### config.mk
export PLATFORM = sky130hd
export DESIGN_NAME = busStatusDecoder
export DESIGN_NICKNAME = d
export VERILOG_FILES = /design/src/rtl/busCmdPkg.sv /design/src/rtl/busStatusCtrl.sv /design/src/rtl/busCmdDatapath.sv /design/src/rtl/busStatusDecoder.sv
export SDC_FILE = /design/constraint.sdc
export NUM_CORES = 1
export LEC_CHECK = 0
export ABC_CLOCK_PERIOD_IN_PS = 1800
export BUFFER_PORTS_ARGS = -buffer_cell sky130_fd_sc_hd__buf_2
export CORE_AREA = 2 2 39 41
export CTS_BUF_LIST = sky130_fd_sc_hd__clkbuf_2 sky130_fd_sc_hd__clkbuf_4 sky130_fd_sc_hd__clkbuf_8
export CTS_CLUSTER_SIZE = 14
export DETAILED_ROUTE_END_ITERATION = 7
export DIE_AREA = 0 0 41 43
export SYNTH_ARGS = -nofsm -noshare
export SYNTH_HDL_FRONTEND = slang
export SYNTH_HIERARCHICAL = 1
export SYNTH_SLANG_ARGS = --single-unit
### constraint.sdc
create_clock -name clk -period 1.8 [get_ports clk]
set_clock_uncertainty 0.15 [all_clocks]
set_input_delay 0 -clock clk [delete_from_list [all_inputs] [get_ports clk]]
set_output_delay 0 -clock clk [all_outputs]
set_load 0.01 [all_outputs]
### src/rtl/busCmdPkg.sv
package busCmdPkg;
  localparam int STATUS_W  = 3;
  localparam int NUM_CODES = 1 << STATUS_W;
  localparam logic [STATUS_W-1:0] CODE_IDLE = '1;

  // Code values are set by the processor's status encoding
  localparam logic [STATUS_W-1:0] CODE_INTA  = 3'd0;
  localparam logic [STATUS_W-1:0] CODE_IORD  = 3'd1;
  localparam logic [STATUS_W-1:0] CODE_IOWR  = 3'd2;
  localparam logic [STATUS_W-1:0] CODE_HALT  = 3'd3;
  localparam logic [STATUS_W-1:0] CODE_FETCH = 3'd4;
  localparam logic [STATUS_W-1:0] CODE_MEMRD = 3'd5;
  localparam logic [STATUS_W-1:0] CODE_MEMWR = 3'd6;

  typedef enum logic [1:0] {
    PH_IDLE,
    PH_ADDR,
    PH_CMD,
    PH_TAIL
  } phaseT;

  typedef struct packed {
    logic loadCode;
    logic addrPhase;
    logic cmdWindow;
    logic inCycle;
  } ctrlStrobesT;

  function automatic logic isWriteCode(input logic [STATUS_W-1:0] code);
    return (code == CODE_IOWR) || (code == CODE_MEMWR);
  endfunction
endpackage

### src/rtl/busStatusCtrl.sv
module busStatusCtrl
  import busCmdPkg::*;
(
  input  logic                clk,
  input  logic                rst,
  input  logic [STATUS_W-1:0] statusN,
  output ctrlStrobesT         ctrl
);
  phaseT phase, phaseNext;
  logic armed;
  logic [STATUS_W-1:0] lastStatus;
  logic isIdle, startSeen, loadCode;

  assign isIdle    = (statusN == CODE_IDLE);
  assign startSeen = armed && (lastStatus == CODE_IDLE) && !isIdle;

  always_comb begin
    phaseNext = phase;
    loadCode  = 1'b0;
    case (phase)
      PH_IDLE: if (startSeen) begin
        phaseNext = PH_ADDR;
        loadCode  = 1'b1;
      end
      PH_ADDR: phaseNext = isIdle ? PH_IDLE : PH_CMD;
      PH_CMD:  if (isIdle) phaseNext = PH_TAIL;
      PH_TAIL: if (!isIdle) begin
        phaseNext = PH_ADDR;
        loadCode  = 1'b1;
      end else begin
        phaseNext = PH_IDLE;
      end
      default: phaseNext = PH_IDLE;
    endcase
  end

  always_ff @(posedge clk) begin
    if (rst) begin
      phase      <= PH_IDLE;
      armed      <= 1'b0;
      lastStatus <= CODE_IDLE;
    end else begin
      phase      <= phaseNext;
      armed      <= armed | isIdle;
      lastStatus <= statusN;
    end
  end

  assign ctrl.loadCode  = loadCode;
  assign ctrl.addrPhase = (phase == PH_ADDR);
  assign ctrl.cmdWindow = (phase == PH_CMD) || (phase == PH_TAIL);
  assign ctrl.inCycle   = (phase != PH_IDLE);


  ale_pulse_chk: assert property (@(posedge clk) disable iff (rst)
    ctrl.addrPhase |=> !ctrl.addrPhase);


  no_start_unarmed_chk: assert property (@(posedge clk) disable iff (rst)
    (!armed && phase == PH_IDLE) |=> !ctrl.addrPhase);


  abort_chk: assert property (@(posedge clk) disable iff (rst)
    (ctrl.addrPhase && isIdle) |=> !ctrl.cmdWindow && !ctrl.inCycle);


  window_hold_chk: assert property (@(posedge clk) disable iff (rst)
    (phase == PH_CMD && isIdle) |=> ctrl.cmdWindow);
endmodule

### src/rtl/busCmdDatapath.sv
module busCmdDatapath
  import busCmdPkg::*;
(
  input  logic                clk,
  input  logic                rst,
  input  logic [STATUS_W-1:0] statusN,
  input  ctrlStrobesT         ctrl,
  output logic                ale,
  output logic                intaN,
  output logic                ioRdN,
  output logic                ioWrN,
  output logic                memRdN,
  output logic                memWrN,
  output logic                codeRdN,
  output logic                haltFlag,
  output logic                dirTx,
  output logic                dataEn
);
  logic [STATUS_W-1:0]  codeReg;
  logic [NUM_CODES-1:0] codeHot;

  always_ff @(posedge clk) begin
    if (rst)                codeReg <= CODE_IDLE;
    else if (ctrl.loadCode) codeReg <= statusN;
  end

  for (genvar g = 0; g < NUM_CODES; g++) begin : g_decode
    assign codeHot[g] = ctrl.cmdWindow && (codeReg == STATUS_W'(g));
  end

  assign ale      = ctrl.addrPhase;
  assign intaN    = !codeHot[CODE_INTA];
  assign ioRdN    = !codeHot[CODE_IORD];
  assign ioWrN    = !codeHot[CODE_IOWR];
  assign memRdN   = !codeHot[CODE_MEMRD];
  assign memWrN   = !codeHot[CODE_MEMWR];
  assign codeRdN  = !codeHot[CODE_FETCH];
  assign haltFlag = codeHot[CODE_HALT];
  assign dirTx    = ctrl.inCycle && isWriteCode(codeReg);
  assign dataEn   = ctrl.cmdWindow && (codeReg != CODE_HALT);

  logic [5:0] strobesN;
  assign strobesN = {intaN, ioRdN, ioWrN, memRdN, memWrN, codeRdN};


  one_strobe_chk: assert property (@(posedge clk) disable iff (rst)
    $onehot0(~strobesN));


  den_match_chk: assert property (@(posedge clk) disable iff (rst)
    dataEn |-> !(&strobesN));


  code_stable_chk: assert property (@(posedge clk) disable iff (rst)
    (ctrl.cmdWindow && $past(ctrl.cmdWindow)) |-> $stable(codeReg));


  halt_quiet_chk: assert property (@(posedge clk) disable iff (rst)
    haltFlag |-> (!dataEn && (&strobesN)));
endmodule

### src/rtl/busStatusDecoder.sv
module busStatusDecoder
  import busCmdPkg::*;
(
  input  logic                clk,
  input  logic                rst,
  input  logic [STATUS_W-1:0] statusN,
  output logic                ale,
  output logic                intaN,
  output logic                ioRdN,
  output logic                ioWrN,
  output logic                memRdN,
  output logic                memWrN,
  output logic                codeRdN,
  output logic                haltFlag,
  output logic                dirTx,
  output logic                dataEn
);
  ctrlStrobesT ctrl;

  busStatusCtrl u_ctrl (
    .clk     (clk),
    .rst     (rst),
    .statusN (statusN),
    .ctrl    (ctrl)
  );

  busCmdDatapath u_dp (
    .clk      (clk),
    .rst      (rst),
    .statusN  (statusN),
    .ctrl     (ctrl),
    .ale      (ale),
    .intaN    (intaN),
    .ioRdN    (ioRdN),
    .ioWrN    (ioWrN),
    .memRdN   (memRdN),
    .memWrN   (memWrN),
    .codeRdN  (codeRdN),
    .haltFlag (haltFlag),
    .dirTx    (dirTx),
    .dataEn   (dataEn)
  );
endmodule

==> results of run 1 <==
-- layer usage --
metal | part of all wire, % | routed length [um] | vias to the layer above
met2 | 48 | 516 | 12
met5 | 0 | 0 | -
met4 | 0.84 | 9 | 0
li1 | - | - | 263
met3 | 5.2 | 56 | 2
met1 | 45 | 485 | 227
-- kinds of logic after synthesis --
family                     count (synthesis)
AOI/OAI and AO/OA                         11
DFF                                        9
and+or+nand+nor                           31
buffers and inverters                      5
adders and majority gates                  5
-- stage by stage --
step / TNS (ns) / cells / total power, uW / cell area (um^2)
6_report: 0 / 104 / 496.3 / 744.5
5_1_grt: -0.004003 / 104 / 532.6 / 744.5
4_1_cts: 0 / 104 / 500.3 / 738.2
3_5_place_dp: 0 / 93 / 327.4 / 635.6
3_3_place_gp: 0 / 93 / 326.6 / 635.6
2_1_floorplan: 0 / 61 / 292.7 / 530.5
-- cells in the final DEF (no fill, tap or decap), types with 2 or more instances in the layout --
cell,count
nor2_1,6
buf_4,4
ha_1,5
inv_1,3
nand3_1,4
a211o_1,3
dfxtp_1,8
clkbuf_4,4
dlygate4sd3_1,7
nor2b_4,2
or2_2,3
buf_2,14
a21oi_1,3
nand4_1,2
nor2b_1,3
nand2_1,5
-- what timing repair did --
item                                    in CTS  in global routing
hold endpoints to repair                     9                  0
endpoints found under the setup margin       4                  3
resized for setup                            1                  2
hold buffers                                 7                  0
gates cloned                                 0                  0
-- worst max-delay path: stages, from the launching register on --
cell,delay (ns)
dfxtp_2,0.31
buf_4,0.14
ha_1,0.23
or2_4,0.28
nor2b_4,0.14
nand3_1,0.08
buf_2,0.12
-- power by group --
part           internal [uW]  leakage [uW]  switching, uW  total [uW]
Sequential               213     0.0000743           8.21         221
Combinational           59.1      0.000233           56.0         115
Clock                   99.8     0.0000184           60.6         160
Total                    371      0.000325            125         496
-- how the worst min path moves through the flow --
stage,end,startpoint,slack (ns),cells past startpoint
global placement,u_ctrl/lastStatus[1],statusN[1],0.09,2
floorplan,register,rst,-0.08,1
CTS,u_ctrl/armed,u_ctrl/armed,0.33,2
global route,u_ctrl/armed,u_ctrl/armed,0.38,2
finish,u_ctrl/armed,u_ctrl/armed,0.33,2
detailed placement,u_ctrl/lastStatus[1],statusN[1],0.1,2
-- final cells by class --
cell class                 count  area (um^2)
fill                         125        639.4
sequential                     9        181.4
inverter                       3        11.26
timing repair buffer          25        170.2
tap                           16        20.02
clock buffer                   4        30.03
multi-input combinational     47        331.6
==> metrics.md, run 1 <==
| Metric | Value |
|---|---|
| Number of post-CTS setup repair buffers | 0 |
| CP Capture Point | memRdN |
| Reg2reg end | u_dp/codeReg[1] |
| Starting Density | between 30% and 40% |
| Pwr/cell area | about 670 nW/um^2 |
| Vias in the first global route | just over 400 |
| Diodes inserted | 0 |
| Layout cells sized above 1 | about 36% |
| Synth area leader | dfxtp_1 |
| Synth unique cells | 24 |
| CTS H-tree depth | 1 |
| Setup Viol. Count Final | 0 |
| Fin Hold WS | 0.3329 ns |
| Detailed Route WL | 1.067 mm |
| Maximum VDD drop | about 0.00043 V |
| Ys Warns | 6 |
| Post-synthesis adder-cell area fraction | 11.79% |
| Synth Flop Type | dfxtp_1 |
| Met3 global-route usage | about 3.1% |
| PortBufs | 14 |
| DRT iter0 DRCs | 5 |
| DRC viols | 0 |
| Area grow syn2layout | 40.33% |
| Register area share after synthesis | between 30% and 40% |
| Num CTS Buffers | 3 |
| DR pass1 iterations | 2 |
| Syn nets | 71 |
| Synth Area in Simple Gates | between 30 and 40% |
| M2 GR Usage | 20.94% |
| Final core utilization | between 50% and 60% |
| Root Buffer | clkbuf_4 |
| Post-synthesis mux area share | 0% |
| # rows | 14 |
| Leakage | between 0.0003 and 0.0004 uW |
| Crit path kind | reg -> out |
| Top post-synthesis cells by count | dfxtp_1 (9), nor2_1 (6), ha_1 (5), nand2_1 (5) |
| Clk_lat worst skew | 0.25 ns |
| ANT nets after route | 0 |
| Cells after Synth | 61 |
| Most common cell in the netlist | dfxtp_1 |
| Die Y | 43 um |
| CP Max Fanout | 5 |
| Crit. End Element | output port |
| CP arrival | between 1.5 and 2 ns |
| Met1 Use GR | 17.53% |
| Status | finished clean |
| Fmax | between 0.5 and 0.6 GHz |
| Worst-path clk slew | roughly 0.05 ns |
| Final Hold Vio Count | 0 |
| Period utilisation layout | approximately 95% |
| NumNets Final | 99 |
| Die ar. | between 1500 and 2000 um^2 |
| Worst-Margin Slew | between 0.2 and 0.3 ns |
| Overflow after GRT | 0 |
| CTS tree | built |
| #FFs+latches synth | 9 |
| R2R setup slack | 0.16 ns |
| Share of the synthesized area in the top cell type | approximately 34% |
| Crit path time final | about 1.7 ns |
| Wire per inst | approximately 10 um |
| Initial antenna violation count | 0 |
| Post-Synth XOR/XNOR Area | 0% |
| Max_slew headroom | between 80% and 90% |
| Number of vias per cell | between 4 and 5 |
| Core area | between 1000 and 1500 um^2 |
| Max_cap viols | 0 |
| Max-slew violations | 0 |
| Critical Path Start | u_ctrl/phase[0] |
| Top Usage Layer GRT | met2 |
| Crit start category | register |
| First-pass GRT wire length | approximately 1.7 mm |
| Clk sinks | 9 |
| Required @ worst endpoint | ~1.7 ns |
| Die W | approximately 40 um |
| Syn avg cell area | 8.697 um^2 |
| Post-synth EDFFs | 0 |
| R2R cell count | 9 |
| Ys async rst share | 0% |
| Maximum number of pins on one net before global-route repair | 10 |
| Post-Syn Area | ~530 um^2 |
| CTS Buffer Depth | 2 |
| GRT Util Overall | approximately 14% |
| Worst min-delay path category | reg -> reg |
| Gpl congestion | a little over 0.7 |
| Boundary pin count | 15 |
| Total number of vias | approximately 500 |
| Pre-CTS setup slack | 0.1513 ns |
| Setup slack after layout | slightly below 0.1 ns |
| DPL Wire Length | about 820 um |
| Synth area leaders | dfxtp_1 (34%), ha_1 (12%), a211o_1 (5.0%) |
| Complex-gate fraction of the synthesized area | between 10% and 20% |
| Largest family of logic cells by synthesized area | simple AND/OR/NAND/NOR gates |
No activity file was read; power rests on OpenSTA's default activity.
==> run 2: changes to the inputs <==
Settings changed: ABC_AREA set to 1, PLACE_DENSITY set to 0.66.
==> metrics.md, run 2 <==
| Metric | Value |
|---|---|
| Status | finished clean |
| Most common cell after layout, fill and taps aside | nand2_1 |
| Post-Syn Area | 558.0 um^2 (+5.2%) |
| Synth area leader | dfxtp_1 |
| DRC viols | 0 (unchanged) |
| Worst-Margin Slew | 0.2750 ns (+0.02248 ns) |
| Share of the synthesized area in the top cell type | 32.29% (-1.7 points) |
| Max-slew violations | 0 (unchanged) |
| Syn avg cell area | 6.565 um^2 (-25%) |
| Worst-path clk slew | 0.05 ns (about the same) |
| #FFs+latches synth | 9 (unchanged) |
| DPL Wire Length | 816.9 um (about the same) |
| Core area | 1384 um^2 (unchanged) |
| Setup Viol. Count Final | 0 (unchanged) |
| GRT Util Overall | 15.08% (+1.1 points) |
| Vias in the first global route | 447 (+9.8%) |
| Die W | 41 um (unchanged) |
| Synth Flop Type | dfxtp_1 |
| Required @ worst endpoint | 1.65 ns (about the same) |
| Diodes inserted | 0 (unchanged) |
| Maximum number of pins on one net before global-route repair | 8 (-2) |
| Post-synth EDFFs | 0 (unchanged) |
| NumNets Final | 117 (+18%) |
| Max_cap viols | 0 (unchanged) |
| Final Hold Vio Count | 0 (unchanged) |
| Area grow syn2layout | 28.92% |
| CTS tree | built |
| Fin Setup TNS | 0 ns (unchanged) |
| CP Max Fanout | 7 (+2) |
| CTS H-tree depth | 1 (unchanged) |
| Starting Density | 40.33% (+2.0 points) |
| Clk_lat worst skew | 0.25 ns (about the same) |
| Overflow after GRT | 0 (unchanged) |
| Post-route insts no fill | 122 (+17%) |
| Setup slack after layout | 0.09828 ns (+0.00003670 ns) |
| Top post-synthesis cells by count | nand2_1 (29), inv_1 (15), dfxtp_1 (9) |
| Worst min-delay path category | reg -> reg |
| Clk sinks | 9 (unchanged) |
| Period utilisation layout | 94.54% (about the same) |
| Die Y | 43 um (unchanged) |
| Pwr/cell area | 915.3 nW/um^2 (+37%) |
| Maximum VDD drop | 0.0005831 V (+35%) |
| Die ar. | 1763 um^2 (unchanged) |
| Layout cells sized above 1 | 26.42% (-9.9 points) |
| Pre-CTS setup slack | 0.1910 ns (+0.03976 ns) |
| ANT nets after route | 0 (unchanged) |
| Crit. End Element | output port |
| Crit path time final | 1.702 ns (-0.00003670 ns) |
| Syn nets | 95 (+34%) |
| Most common cell in the netlist | nand2_1 |
| Synth unique cells | 14 (-42%) |
| DRT iter0 DRCs | 12 (+7) |
| Cells after Synth | 85 (+39%) |
| CTS Buffer Depth | 2 (unchanged) |
| Root Buffer | clkbuf_4 |
| Gpl congestion | 0.7496 (+3.3%) |
| Most frequent cells in the layout | nand2_1 (29), inv_1 (15), buf_2 (14) |
| Detailed Route WL | 1.135 mm (+6.4%) |
| Ys Warns | 6 (unchanged) |
| Synth area leaders | dfxtp_1 (32%), nand2_1 (20%), ha_1 (11%) |
| Num CTS Buffers | 3 (unchanged) |
| Boundary pin count | 15 (unchanged) |
| Total number of vias | 550 (+9.1%) |
| DR pass1 iterations | 2 (unchanged) |
| Fmax | 0.5876 GHz (about the same) |
| Filler Cell Count | 148 (+18%) |
| Register area share after synthesis | 32.29% (-1.7 points) |
| First-pass GRT wire length | 1.752 mm (+3.2%) |
| PortBufs | 14 (unchanged) |
| Ys async rst share | 0% (unchanged) |
| Max_slew headroom | 81.67% (-1.5 points) |
| Initial antenna violation count | 0 (unchanged) |
| # rows | 14 (unchanged) |
| Placed insts | 113 (+22%) |
| Wire per inst | 9.303 um (-9.3%) |
| Crit path kind | reg -> out |
| Leakage | 0.0003937 uW (+21%) |
| Crit start category | register |
| CP arrival | 1.55 ns (about the same) |
| Number of vias per cell | 4.508 (-7.0%) |
-- run 2: cell count changes after synthesis, sizes merged, moves of 2 or more --
cell,change
inv,+12
a211o,-3
nand2,+25
and3,-2
nor2b,-5
nand3,+5
-- run 2: stage by stage --
| stage | area (um^2) | util, % | power (uW) | hold WS, ns |
|---|---|---|---|---|
| after floorplan | 558.0 | - | 443.1 | -0.08756 |
| after global placement | 633.1 | 45.75 | 476.5 | 0.08206 |
| after detailed placement | 633.1 | 45.75 | 483.6 | 0.08199 |
| after CTS | 714.4 | 51.63 | 662.4 | 0.3056 |
| after global routing | 719.4 | 51.99 | 718.2 | 0.3394 |
| final | 719.4 | 51.99 | 658.5 | 0.3001 |
-- run 2: final cells by class --
type	instances	area (um^2)	area share [%]
flip-flops and latches	9	183.9	25.57
well taps	16	20.02	2.783
multi-input cells	59	309.0	42.96
inverters	15	56.30	7.826
repair buffers	19	120.1	16.70
clock buffers	4	30.03	4.174
-- run 2: per-layer routing --
| layer | track usage (%) | vias up | share of wire (%) |
|---|---|---|---|
| li1 | - | 296 | - |
| met1 | 15.48 | 242 | 39 |
| met2 | 26.25 | 12 | 56 |
| met3 | 7.853 | 0 | 5.3 |
| met4 | 2.000 | 0 | 0 |
| met5 | 0 | - | 0 |
-- run 2: worst paths after layout --
check | from | endpoint | slack [ns] | depth (start not counted)
hold reg to reg | u_ctrl/armed | u_ctrl/armed | 0.30 | 2
hold / removal | u_ctrl/armed | u_ctrl/armed | 0.30 | 2
setup / recovery | u_ctrl/phase[0] | memWrN | 0.1 | 7
setup reg to reg | u_ctrl/phase[0] | u_dp/codeReg[1] | 0.22 | 7
-- run 2: kinds of logic (layout without fill, tap and decap cells) --
group	count (synthesis)	count (layout)	share of synthesized area (%)
DFF	9	9	32.29
and+or+nand+nor	51	51	40.36
AOI/OAI and AO/OA	3	3	3.364
adders and majority gates	5	5	11.21
buffers and inverters	17	38	12.78
-- run 2: timing repair --
action                                  CTS  global route
resized for setup                         1             2
buffers inserted                          0             0
hold endpoints to repair                  9             0
endpoints found under the setup margin    6             6
hold buffers                              5             0
-- run 2: critical path, stage by stage, from the launching register on --
cell and delay, ns:
dfxtp_4 0.38, inv_1 0.09, ha_2 0.20, or2_2 0.29, nand2_1 0.09, inv_1 0.07
nand2_1 0.06, buf_2 0.12
-- run 2: where the power goes --
part | internal (uW) | switching, uW | leakage (uW)
logic | 97.5 | 138 | 0.000301
registers | 231 | 30.7 | 0.0000747
clock network | 99.9 | 61.2 | 0.0000184
total | 428 | 230 | 0.000394
